<file path="src/rtl/dec_pkg.sv">
package dec_pkg;
  localparam int unsigned CLR_BIT = 27;
  localparam int unsigned STS_W   = 32;
endpackage

</file>
<file path="src/rtl/dec_count.sv">
module dec_count #(
  parameter int unsigned W = 32
) (
  input  logic         clk,
  input  logic         rst_n,
  input  logic         tick,
  input  logic         ld,
  input  logic [W-1:0] ld_val,
  input  logic         rl_wr,
  input  logic [W-1:0] rl_val,
  input  logic         rl_en,
  output logic [W-1:0] cnt,
  output logic [W-1:0] rl_q,
  output logic         zero_evt
);
  localparam logic [W-1:0] ONE  = W'(1);
  localparam logic [W-1:0] ZERO = '0;

  logic         at_one, idle, use_rl;
  logic [W-1:0] nxt;

  assign at_one   = (cnt == ONE);
  assign idle     = (cnt == ZERO);
  assign zero_evt = tick && !ld && at_one;
  assign use_rl   = rl_en && (rl_q != ZERO);

  always_comb begin
    nxt = cnt;
    if (ld)                 nxt = ld_val;
    else if (tick && !idle) nxt = at_one ? (use_rl ? rl_q : ZERO) : cnt - ONE;
  end

  always_ff @(posedge clk) begin
    if (!rst_n) begin
      cnt  <= '0;
      rl_q <= '0;
    end else begin
      cnt <= nxt;
      if (rl_wr) rl_q <= rl_val;
    end
  end

  p_dec_step_r2: assert property (@(posedge clk) disable iff (!rst_n)
    (tick && !ld && cnt > ONE) |=> (cnt == $past(cnt) - ONE));
  p_no_tick_r2: assert property (@(posedge clk) disable iff (!rst_n)
    (!tick && !ld) |=> $stable(cnt));
  p_reload_r4: assert property (@(posedge clk) disable iff (!rst_n)
    (zero_evt && rl_en && rl_q != ZERO) |=> (cnt == $past(rl_q)));
  p_hold_zero_r6: assert property (@(posedge clk) disable iff (!rst_n)
    (idle && !ld) |=> (cnt == ZERO));
  p_load_wins_r10: assert property (@(posedge clk) disable iff (!rst_n)
    ld |=> (cnt == $past(ld_val)));
endmodule

</file>
<file path="src/rtl/dec_flag.sv">
module dec_flag
  import dec_pkg::*;
(
  input  logic             clk,
  input  logic             rst_n,
  input  logic             evt,
  input  logic             wr,
  input  logic [STS_W-1:0] wdata,
  output logic             flag
);
  logic clr;
  assign clr = wr && wdata[CLR_BIT];

  always_ff @(posedge clk) begin
    if (!rst_n)   flag <= 1'b0;
    else if (evt) flag <= 1'b1;
    else if (clr) flag <= 1'b0;
  end

  p_evt_sets_r3: assert property (@(posedge clk) disable iff (!rst_n)
    evt |=> flag);
  p_sticky_r8: assert property (@(posedge clk) disable iff (!rst_n)
    (flag && !clr) |=> flag);
  p_no_self_set_r3: assert property (@(posedge clk) disable iff (!rst_n)
    (!flag && !evt) |=> !flag);
endmodule

</file>
<file path="src/rtl/dec_timer.sv">
module dec_timer
  import dec_pkg::*;
#(
  parameter int unsigned W = 32
) (
  input  logic             clk,
  input  logic             rst_n,
  input  logic             tick,
  input  logic             cnt_wr,
  input  logic [W-1:0]     cnt_wdata,
  input  logic             rld_wr,
  input  logic [W-1:0]     rld_wdata,
  input  logic             reload_en,
  input  logic             irq_en,
  input  logic             sts_wr,
  input  logic [STS_W-1:0] sts_wdata,
  output logic [W-1:0]     count,
  output logic [W-1:0]     reload_q,
  output logic             pending,
  output logic             irq
);
  logic evt;

  dec_count #(.W(W)) u_cnt (
    .clk(clk), .rst_n(rst_n), .tick(tick),
    .ld(cnt_wr), .ld_val(cnt_wdata),
    .rl_wr(rld_wr), .rl_val(rld_wdata), .rl_en(reload_en),
    .cnt(count), .rl_q(reload_q), .zero_evt(evt)
  );

  dec_flag u_flag (
    .clk(clk), .rst_n(rst_n), .evt(evt),
    .wr(sts_wr), .wdata(sts_wdata), .flag(pending)
  );

  assign irq = pending & irq_en;

  p_irq_gate_r7: assert property (@(posedge clk) disable iff (!rst_n)
    !irq_en |-> !irq);
  p_load_keeps_r11: assert property (@(posedge clk) disable iff (!rst_n)
    (pending && cnt_wr && !sts_wr) |=> pending);
endmodule

</file>
<file path="config.mk">
export PLATFORM = sky130hd
export DESIGN_NAME = dec_timer
export DESIGN_NICKNAME = d
export VERILOG_FILES = /design/src/rtl/dec_pkg.sv /design/src/rtl/dec_count.sv /design/src/rtl/dec_flag.sv /design/src/rtl/dec_timer.sv
export SDC_FILE = /design/constraint.sdc
export NUM_CORES = 1
export LEC_CHECK = 0
export BUFFER_PORTS_ARGS = -buffer_cell sky130_fd_sc_hd__buf_2
export CAP_MARGIN = 5
export CORE_MARGIN = 1.5
export CORE_UTILIZATION = 40
export CTS_BUF_LIST = sky130_fd_sc_hd__clkbuf_2 sky130_fd_sc_hd__clkbuf_4 sky130_fd_sc_hd__clkbuf_8
export DETAILED_ROUTE_END_ITERATION = 6
export PLACE_DENSITY = 0.78
export SYNTH_ARGS = -nofsm -noshare
export SYNTH_HDL_FRONTEND = slang
export SYNTH_HIERARCHICAL = 1
export SYNTH_SLANG_ARGS = --single-unit
</file>
<file path="constraint.sdc">
create_clock -name clk -period 4.4 [get_ports clk]
set_clock_uncertainty 0.2 [all_clocks]
set_input_delay 0.66 -clock clk [delete_from_list [all_inputs] [get_ports clk]]
set_output_delay 0.66 -clock clk [all_outputs]
set_load 0.05 [all_outputs]
</file>
==> results of run 1 <==
==> final timing paths <==
path | startpoint | end | slack (ps) | cells after the start
setup / recovery | u_cnt/cnt[8] | u_cnt/cnt[19] | 920 | 6
hold / removal | sts_wdata[27] | u_flag/flag | 300 | 2
setup reg to reg | u_cnt/cnt[8] | u_cnt/cnt[19] | 920 | 6
hold reg to reg | u_cnt/cnt[21] | u_cnt/cnt[21] | 320 | 2
==> cell families (layout without fill, tap and decap cells) <==
kind of cell | count (synthesis) | count (layout) | synth area share (%)
xor+xnor | 18 | 18 | 4.290
fa+ha+maj | 3 | 3 | 1.022
mux | 32 | 32 | 8.716
compound gates | 109 | 109 | 21.21
buf+inv | 38 | 165 | 4.903
flops | 65 | 65 | 35.41
simple gates | 151 | 151 | 24.45
==> cell usage in the layout, fill, tap and decap left out, types with 5 or more instances in the layout <==
cell      synthesis  final
o31ai_1           5      5
buf_4             0      5
xnor2_1           5      5
xor2_1           13     13
nand3_1          19     19
nor2_1           17     17
clkbuf_8          0     11
buf_2             6    138
nor2b_1          32     32
nor3_1           15     15
a22oi_1          17     17
o211ai_1          8      8
inv_1             5      5
nand2_1          15     15
dfxtp_1          65     65
nor3b_1           5      5
nor4_1           18     18
o221ai_1         17     17
mux2i_1          32     32
a21oi_1          32     32
==> state kept, by name, indices dropped and copies added (netlist names) <==
| name | count |
|---|---|
| u_flag/flag | 1 |
| u_cnt/rl_q | 32 |
| u_cnt/cnt | 32 |
==> metrics by stage <==
stage	power, mW	utilization (%)	area [sq um]	cells
6_report	1.656	51.86	4567	651
2_1_floorplan	1.045	-	3675	416
3_3_place_gp	1.165	49.74	4380	635
5_1_grt	1.725	51.86	4567	651
3_5_place_dp	1.176	49.74	4380	635
4_1_cts	1.657	51.86	4567	651
==> power by group through the flow <==
stage	logic (mW)	clock network [mW]	registers, mW
floorplan	0.205	0	0.840
global route	0.497	0.521	0.708
finish	0.470	0.486	0.700
global placement	0.455	0	0.709
detailed placement	0.465	0	0.712
CTS	0.467	0.492	0.699
==> routing by layer <==
layer | vias to the layer above | track usage (%) | share of wire (%)
met3 | 22 | 5.816 | 9.2
met2 | 215 | 38.99 | 47
met5 | - | 0 | 0
met4 | 0 | 9.231 | 1.8
met1 | 1840 | 31.00 | 42
li1 | 1829 | - | -
==> area by class of cell <==
class	instances	area, sq um
Timing Repair Buffer	143	728.2
Tap cell	108	135.1
Multi-Input combinational cell	313	2193
Clock inverter	2	12.51
Fill cell	848	4239
Sequential cell	65	1301
Inverter	6	22.52
Clock buffer	14	173.9
==> critical path, cell delays in order (launching register included) <==
cell,delay (ps)
dfxtp_1,380
nor4_1,630
nand4b_1,280
or4_4,580
a21o_1,590
nand3_1,500
o211ai_1,180
==> flow_metrics.env, run 1 <==
export IMPL_hold_buffers=0
export IMPL_p_per_area_nw_per_um2=362.5
export IMPL_grt_max_degree=43
export IMPL_layout_min_cycle_time_ps=3483
export IMPL_avgSynthCellArea_sq_um=8.834
export IMPL_hold_viol_final=0
export IMPL_yosys_area_top_type="dfxtp_1"
export IMPL_path_class="flip-flop to flip-flop"
export IMPL_setup_viol=0
export IMPL_synth_cell_types=54
export IMPL_drt_pass1_iter_count=7
export IMPL_synth_commonest_cells="dfxtp_1 (65), a21oi_1 (32), mux2i_1 (32), nor2b_1 (32)"
export IMPL_ctsResizeCount=0
export IMPL_drt_wl_total_microns=11970
export IMPL_grt_pass1_vias=3726
export IMPL_power_switching_mw=0.6137
export IMPL_status="finished, violations left"
export IMPL_relSlewSlack_pct=18.83
export IMPL_grt_ovfl_total=0
export IMPL_combinationalPowerShare_pct=28.4
export IMPL_grt_usage_pct=24.07
export IMPL_dieArea_sq_um=9771
export IMPL_drv_slew=0
export IMPL_clk_path_buf_depth=2
export IMPL_area_delta_synth_final_pct=24.28
export IMPL_antenna_left=0
export IMPL_seqPwrFrac_pct=42.3
export IMPL_synth_warnings=6
export IMPL_end_kind="flip-flop"
export IMPL_vias=3906
export IMPL_rows=34
export IMPL_pin_count=170
export IMPL_p_clk_share_pct=29.4
export IMPL_gp_congestion=0.8893
export IMPL_cp_max_fo=28
export IMPL_synthArstFlopShare_pct=0
export IMPL_cts_clk_slew_worst_paths_ps=70
export IMPL_setup_ws_ps=916.8
export IMPL_drt_iter0_drc=402
export IMPL_cts_buffers=9
export IMPL_arrival_ps=3490
export IMPL_synth_area_leaders="dfxtp_1 (35%), mux2i_1 (8.7%), nor2b_1 (5.4%), a21oi_1 (4.4%), o221ai_1 (4.1%)"
export IMPL_drc_errors=7
export IMPL_clk_latency_ps=350
export IMPL_die_height_microns=98.85
export IMPL_port_buffer_count=138
export IMPL_hold_class="input pin to flip-flop"
export IMPL_htree_levels=3
export IMPL_pre_cts_slack_ps=1020
export IMPL_postCtsSetupBuffers=0
export IMPL_rsz0062_at_grt="no"
export IMPL_synthCells=416
export IMPL_fin_setup_tns_ps=0
export IMPL_cts_sinks=65
export IMPL_ys_flop_type="dfxtp_1"
export IMPL_p_leak_nw=2.056
export IMPL_syn_num_nets=523
export IMPL_irDropWorstVdd_uv=160.7
export IMPL_grt_pass1_wl_microns=18700
export IMPL_antenna_found_initial=0
export IMPL_period_share_pct=79.16
export IMPL_clock_tree_root_cell="clkbuf_8"
export IMPL_synth_most_common_cell="dfxtp_1"
export IMPL_place_hpwl_microns=8481
export IMPL_nets=645
export IMPL_syn_area_sq_um=3675
export IMPL_hold_ws_ps=302.7
export IMPL_via_per_inst=6.000
export IMPL_synth_seq_cells=65
export IMPL_core_sq_um=8806
export IMPL_dieWidth_microns=98.85
export IMPL_antennaDiodeCount=0
export IMPL_maxCapViolations=0
export IMPL_achievable_frequency_ghz=0.2871
export IMPL_violations="design-rule violations"
export IMPL_initial_core_util_pct=41.73
export IMPL_internal_power_mw=1.042
export IMPL_drive_gt1_share_pct=31.31
export IMPL_startpoint_type="flip-flop"
export IMPL_wire_per_inst_microns=18.39
export IMPL_seq_area_frac_synth_pct=35.41
export IMPL_synth_top_cell_area_share_pct=35.41
export IMPL_synth_edf_count=0
export IMPL_worstPathRequired_ps=4400
export IMPL_switching_share_pct=37.07
export IMPL_worst_pin_slew_ps=1213
export IMPL_cts_tree="built"
Note: power is estimated with default switching activity, not from simulation.
==> run 2, diff against run 1 <==
--- a/config.mk
+++ b/config.mk
@@ -5,13 +5,14 @@
 export SDC_FILE = /design/constraint.sdc
 export NUM_CORES = 1
 export LEC_CHECK = 0
+export ABC_AREA = 1
 export BUFFER_PORTS_ARGS = -buffer_cell sky130_fd_sc_hd__buf_2
 export CAP_MARGIN = 5
 export CORE_MARGIN = 1.5
 export CORE_UTILIZATION = 40
 export CTS_BUF_LIST = sky130_fd_sc_hd__clkbuf_2 sky130_fd_sc_hd__clkbuf_4 sky130_fd_sc_hd__clkbuf_8
 export DETAILED_ROUTE_END_ITERATION = 6
-export PLACE_DENSITY = 0.78
+export PLACE_DENSITY = 0.76
 export SYNTH_ARGS = -nofsm -noshare
 export SYNTH_HDL_FRONTEND = slang
 export SYNTH_HIERARCHICAL = 1
==> constraint.sdc (replaced) <==
create_clock -name clk -period 3.3 [get_ports clk]
set_clock_uncertainty 0.2 [all_clocks]
set_input_delay 0.495 -clock clk [delete_from_list [all_inputs] [get_ports clk]]
set_output_delay 0.495 -clock clk [all_outputs]
set_load 0.05 [all_outputs]
==> flow_metrics.env, run 2 <==
export IMPL_status="finished, final reports clean"
export IMPL_layout_min_cycle_time_ps=2251
export IMPL_maxCapViolations=0
export IMPL_largestRegisters="u_cnt/cnt x32, u_cnt/rl_q x32, u_flag/flag x1"
export IMPL_cts_clk_slew_worst_paths_ps=80
export IMPL_layout_common_cells="nor2_1 (152), buf_2 (138), nand2_1 (122)"
export IMPL_antennaDiodeCount=0
export IMPL_ys_flop_type="dfxtp_1"
export IMPL_combinationalPowerShare_pct=31.9
export IMPL_hold_class="input pin to flip-flop"
export IMPL_wire_per_inst_microns=13.72
export IMPL_clock_tree_root_cell="clkbuf_8"
export IMPL_path_class="flip-flop to flip-flop"
export IMPL_cts_tree="built"
export IMPL_crit_chain="nor2_1 -> nand2_1 -> nor2_1 -> nand2_4 -> o21ai_4 -> buf_4 -> a21oi_1 -> nand2_1 -> a21oi_1"
export IMPL_relSlewSlack_pct=32.59
export IMPL_hold_viol_final=0
export IMPL_synth_top_cell_area_share_pct=30.24
export IMPL_via_per_inst=5.142
export IMPL_postCtsSetupBuffers=0
export IMPL_synthAdderAreaFrac_pct=0.8723
export IMPL_synth_top_family_by_area="simple AND/OR/NAND/NOR gates"
export IMPL_setup_viol=0
export IMPL_p_clk_share_pct=29.3
export IMPL_grt_usage_pct=23.60
export IMPL_grt_ovfl_total=0
export IMPL_fill_cells=1129
export IMPL_initial_core_util_pct=41.49
export IMPL_synth_compound_area_share_pct=18.90
export IMPL_clk_path_buf_depth=2
export IMPL_clk_latency_ps=340
export IMPL_p_leak_nw=2.487
export IMPL_grt_max_degree=56
export IMPL_fin_cells=956
export IMPL_hold_buffers=0
export IMPL_startpoint_type="flip-flop"
export IMPL_yosys_area_top_type="dfxtp_1"
export IMPL_synth_most_common_cell="nor2_1"
export IMPL_core_sq_um=10370
export IMPL_antenna_left=0
export IMPL_pin_count=170
export IMPL_internal_power_mw=1.441
export IMPL_synth_warnings=6
export IMPL_fin_setup_tns_ps=0
export IMPL_switching_share_pct=39.55
export IMPL_nets=922
export IMPL_seq_area_frac_synth_pct=30.24
export IMPL_period_share_pct=68.20
export IMPL_drive_gt1_share_pct=23.66
export IMPL_synth_cell_types=33
export IMPL_gp_congestion=0.9222
export IMPL_dieWidth_microns=106.7
export IMPL_cp_max_fo=35
export IMPL_drc_errors=0
export IMPL_port_buffer_count=138
export IMPL_place_inst=940
export IMPL_regToRegSetupSlack_ps=1050
export IMPL_die_height_microns=106.7
export IMPL_ctsResizeCount=0
export IMPL_achievable_frequency_ghz=0.4443
export IMPL_cts_sinks=65
export IMPL_p_per_area_nw_per_um2=454.7
export IMPL_syn_area_sq_um=4303
export IMPL_worstReg2RegStart="u_cnt/cnt[29]"
export IMPL_grt_pass1_wl_microns=21600
export IMPL_synth_simple_area_share_pct=38.73
export IMPL_dieArea_sq_um=11390
export IMPL_cpPeakStageDelay_ps=370
export IMPL_cp_slowest_cell="dfxtp_1"
export IMPL_synthCells=695
export IMPL_avgSynthCellArea_sq_um=6.191
export IMPL_synth_edf_count=0
export IMPL_arrival_ps=2230
export IMPL_drt_wl_total_microns=13120
export IMPL_vias=4916
export IMPL_rsz0062_at_grt="no"
export IMPL_drv_slew=0
export IMPL_power_mw=2.384
export IMPL_worstHoldStart="rld_wdata[13]"
export IMPL_syn_num_nets=802
export IMPL_rows=37
export IMPL_irDropWorstVdd_uv=240.8
export IMPL_synthXorXnorAreaFrac_pct=2.239
export IMPL_power_switching_mw=0.9428
export IMPL_end_kind="flip-flop"
export IMPL_synth_seq_cells=65
export IMPL_seqPwrFrac_pct=38.8
export IMPL_layout_commonest_cell="nor2_1"
export IMPL_crit_path_start="u_cnt/cnt[29]"
export IMPL_synth_area_leaders="dfxtp_1 (30%), nor2_1 (13%), nand2_1 (11%), nand3_1 (9.0%), a21oi_1 (8.4%)"
export IMPL_antenna_found_initial=0
export IMPL_synth_commonest_cells="nor2_1 (153), nand2_1 (122), nand3_1 (77), a21oi_1 (72), dfxtp_1 (65)"
export IMPL_worst_pin_slew_ps=1010
export IMPL_drt_iter0_drc=418
export IMPL_grt_pass1_vias=4446
export IMPL_area_delta_synth_final_pct=21.84
export IMPL_drt_pass1_iter_count=5
export IMPL_place_hpwl_microns=9932
export IMPL_htree_levels=3
export IMPL_synthArstFlopShare_pct=0
export IMPL_synthMuxAreaShare_pct=0
export IMPL_cts_buffers=9
export IMPL_worstPathRequired_ps=3270
==> run 2: cell count changes after synthesis, sizes merged, moves of 11 or more <==
cell    change
nand2     +112
inv        +49
a31oi      +11
nor4       -19
nor2b      -32
nor2      +146
a22oi      -17
nand3      +60
o21ai      +46
mux2i      -32
a21oi      +40
o221ai     -17
==> run 2: logic make-up (layout without fill, tap and decap cells) <==
group,count (synthesis),in the layout
buf+inv,90,215
xor+xnor,11,11
compound gates,142,142
flops,65,65
simple gates,384,384
fa+ha+maj,3,3
==> run 2: worst paths after layout <==
| path | end | cells after the start |
|---|---|---|
| setup / recovery | u_cnt/cnt[28] | 9 |
| hold / removal | u_cnt/rl_q[13] | 3 |
| setup reg to reg | u_cnt/cnt[28] | 9 |
| hold reg to reg | u_flag/flag | 2 |
==> run 2: area by class of cell <==
class                   instances  area (sq um)  share of cell area (%)
repair buffers                144         748.2                   14.27
flip-flops and latches         65          1301                   24.82
clock inverters                 5         55.05                   1.050
clock buffers                  11         145.1                   2.768
well taps                     136         170.2                   3.246
inverters                      55         206.4                   3.938
multi-input cells             540          2616                   49.90
==> run 2: critical path: cells and delay by family (launching register included) <==
family / cells / cell delay, ps
buf+inv: 1 / 360
compound gates: 3 / 430
simple gates: 5 / 700
flops: 1 / 370
==> run 2: power groups by stage <==
stage               logic [mW]  registers [mW]  clock network (mW)
CTS                      0.758           0.925               0.711
finish                   0.761           0.924               0.698
floorplan                0.370            1.13                   0
global route             0.834           0.935               0.753
detailed placement       0.755           0.943                   0
global placement         0.749           0.942                   0
==> run 2: stage by stage <==
| step | setup slack (ps) | instance area (sq um) | hold slack (ps) | utilization, % |
|---|---|---|---|---|
| 2_1_floorplan | 1167 | 4303 | 416.5 | - |
| 3_3_place_gp | 1084 | 5042 | 274.6 | 48.62 |
| 3_5_place_dp | 1094 | 5042 | 272.8 | 48.62 |
| 4_1_cts | 1084 | 5243 | 171.7 | 50.56 |
| 5_1_grt | 880.2 | 5243 | 174.5 | 50.56 |
| 6_report | 1049 | 5243 | 186.1 | 50.56 |
==> run 2: routing by layer <==
layer / GRT usage (%) / routed length [microns] / vias up
met5: 0 / 0 / -
met4: 7.333 / 208 / 0
met3: 5.106 / 997 / 17
met2: 35.62 / 5657 / 168
met1: 33.43 / 6254 / 2201
li1: - / - / 2530
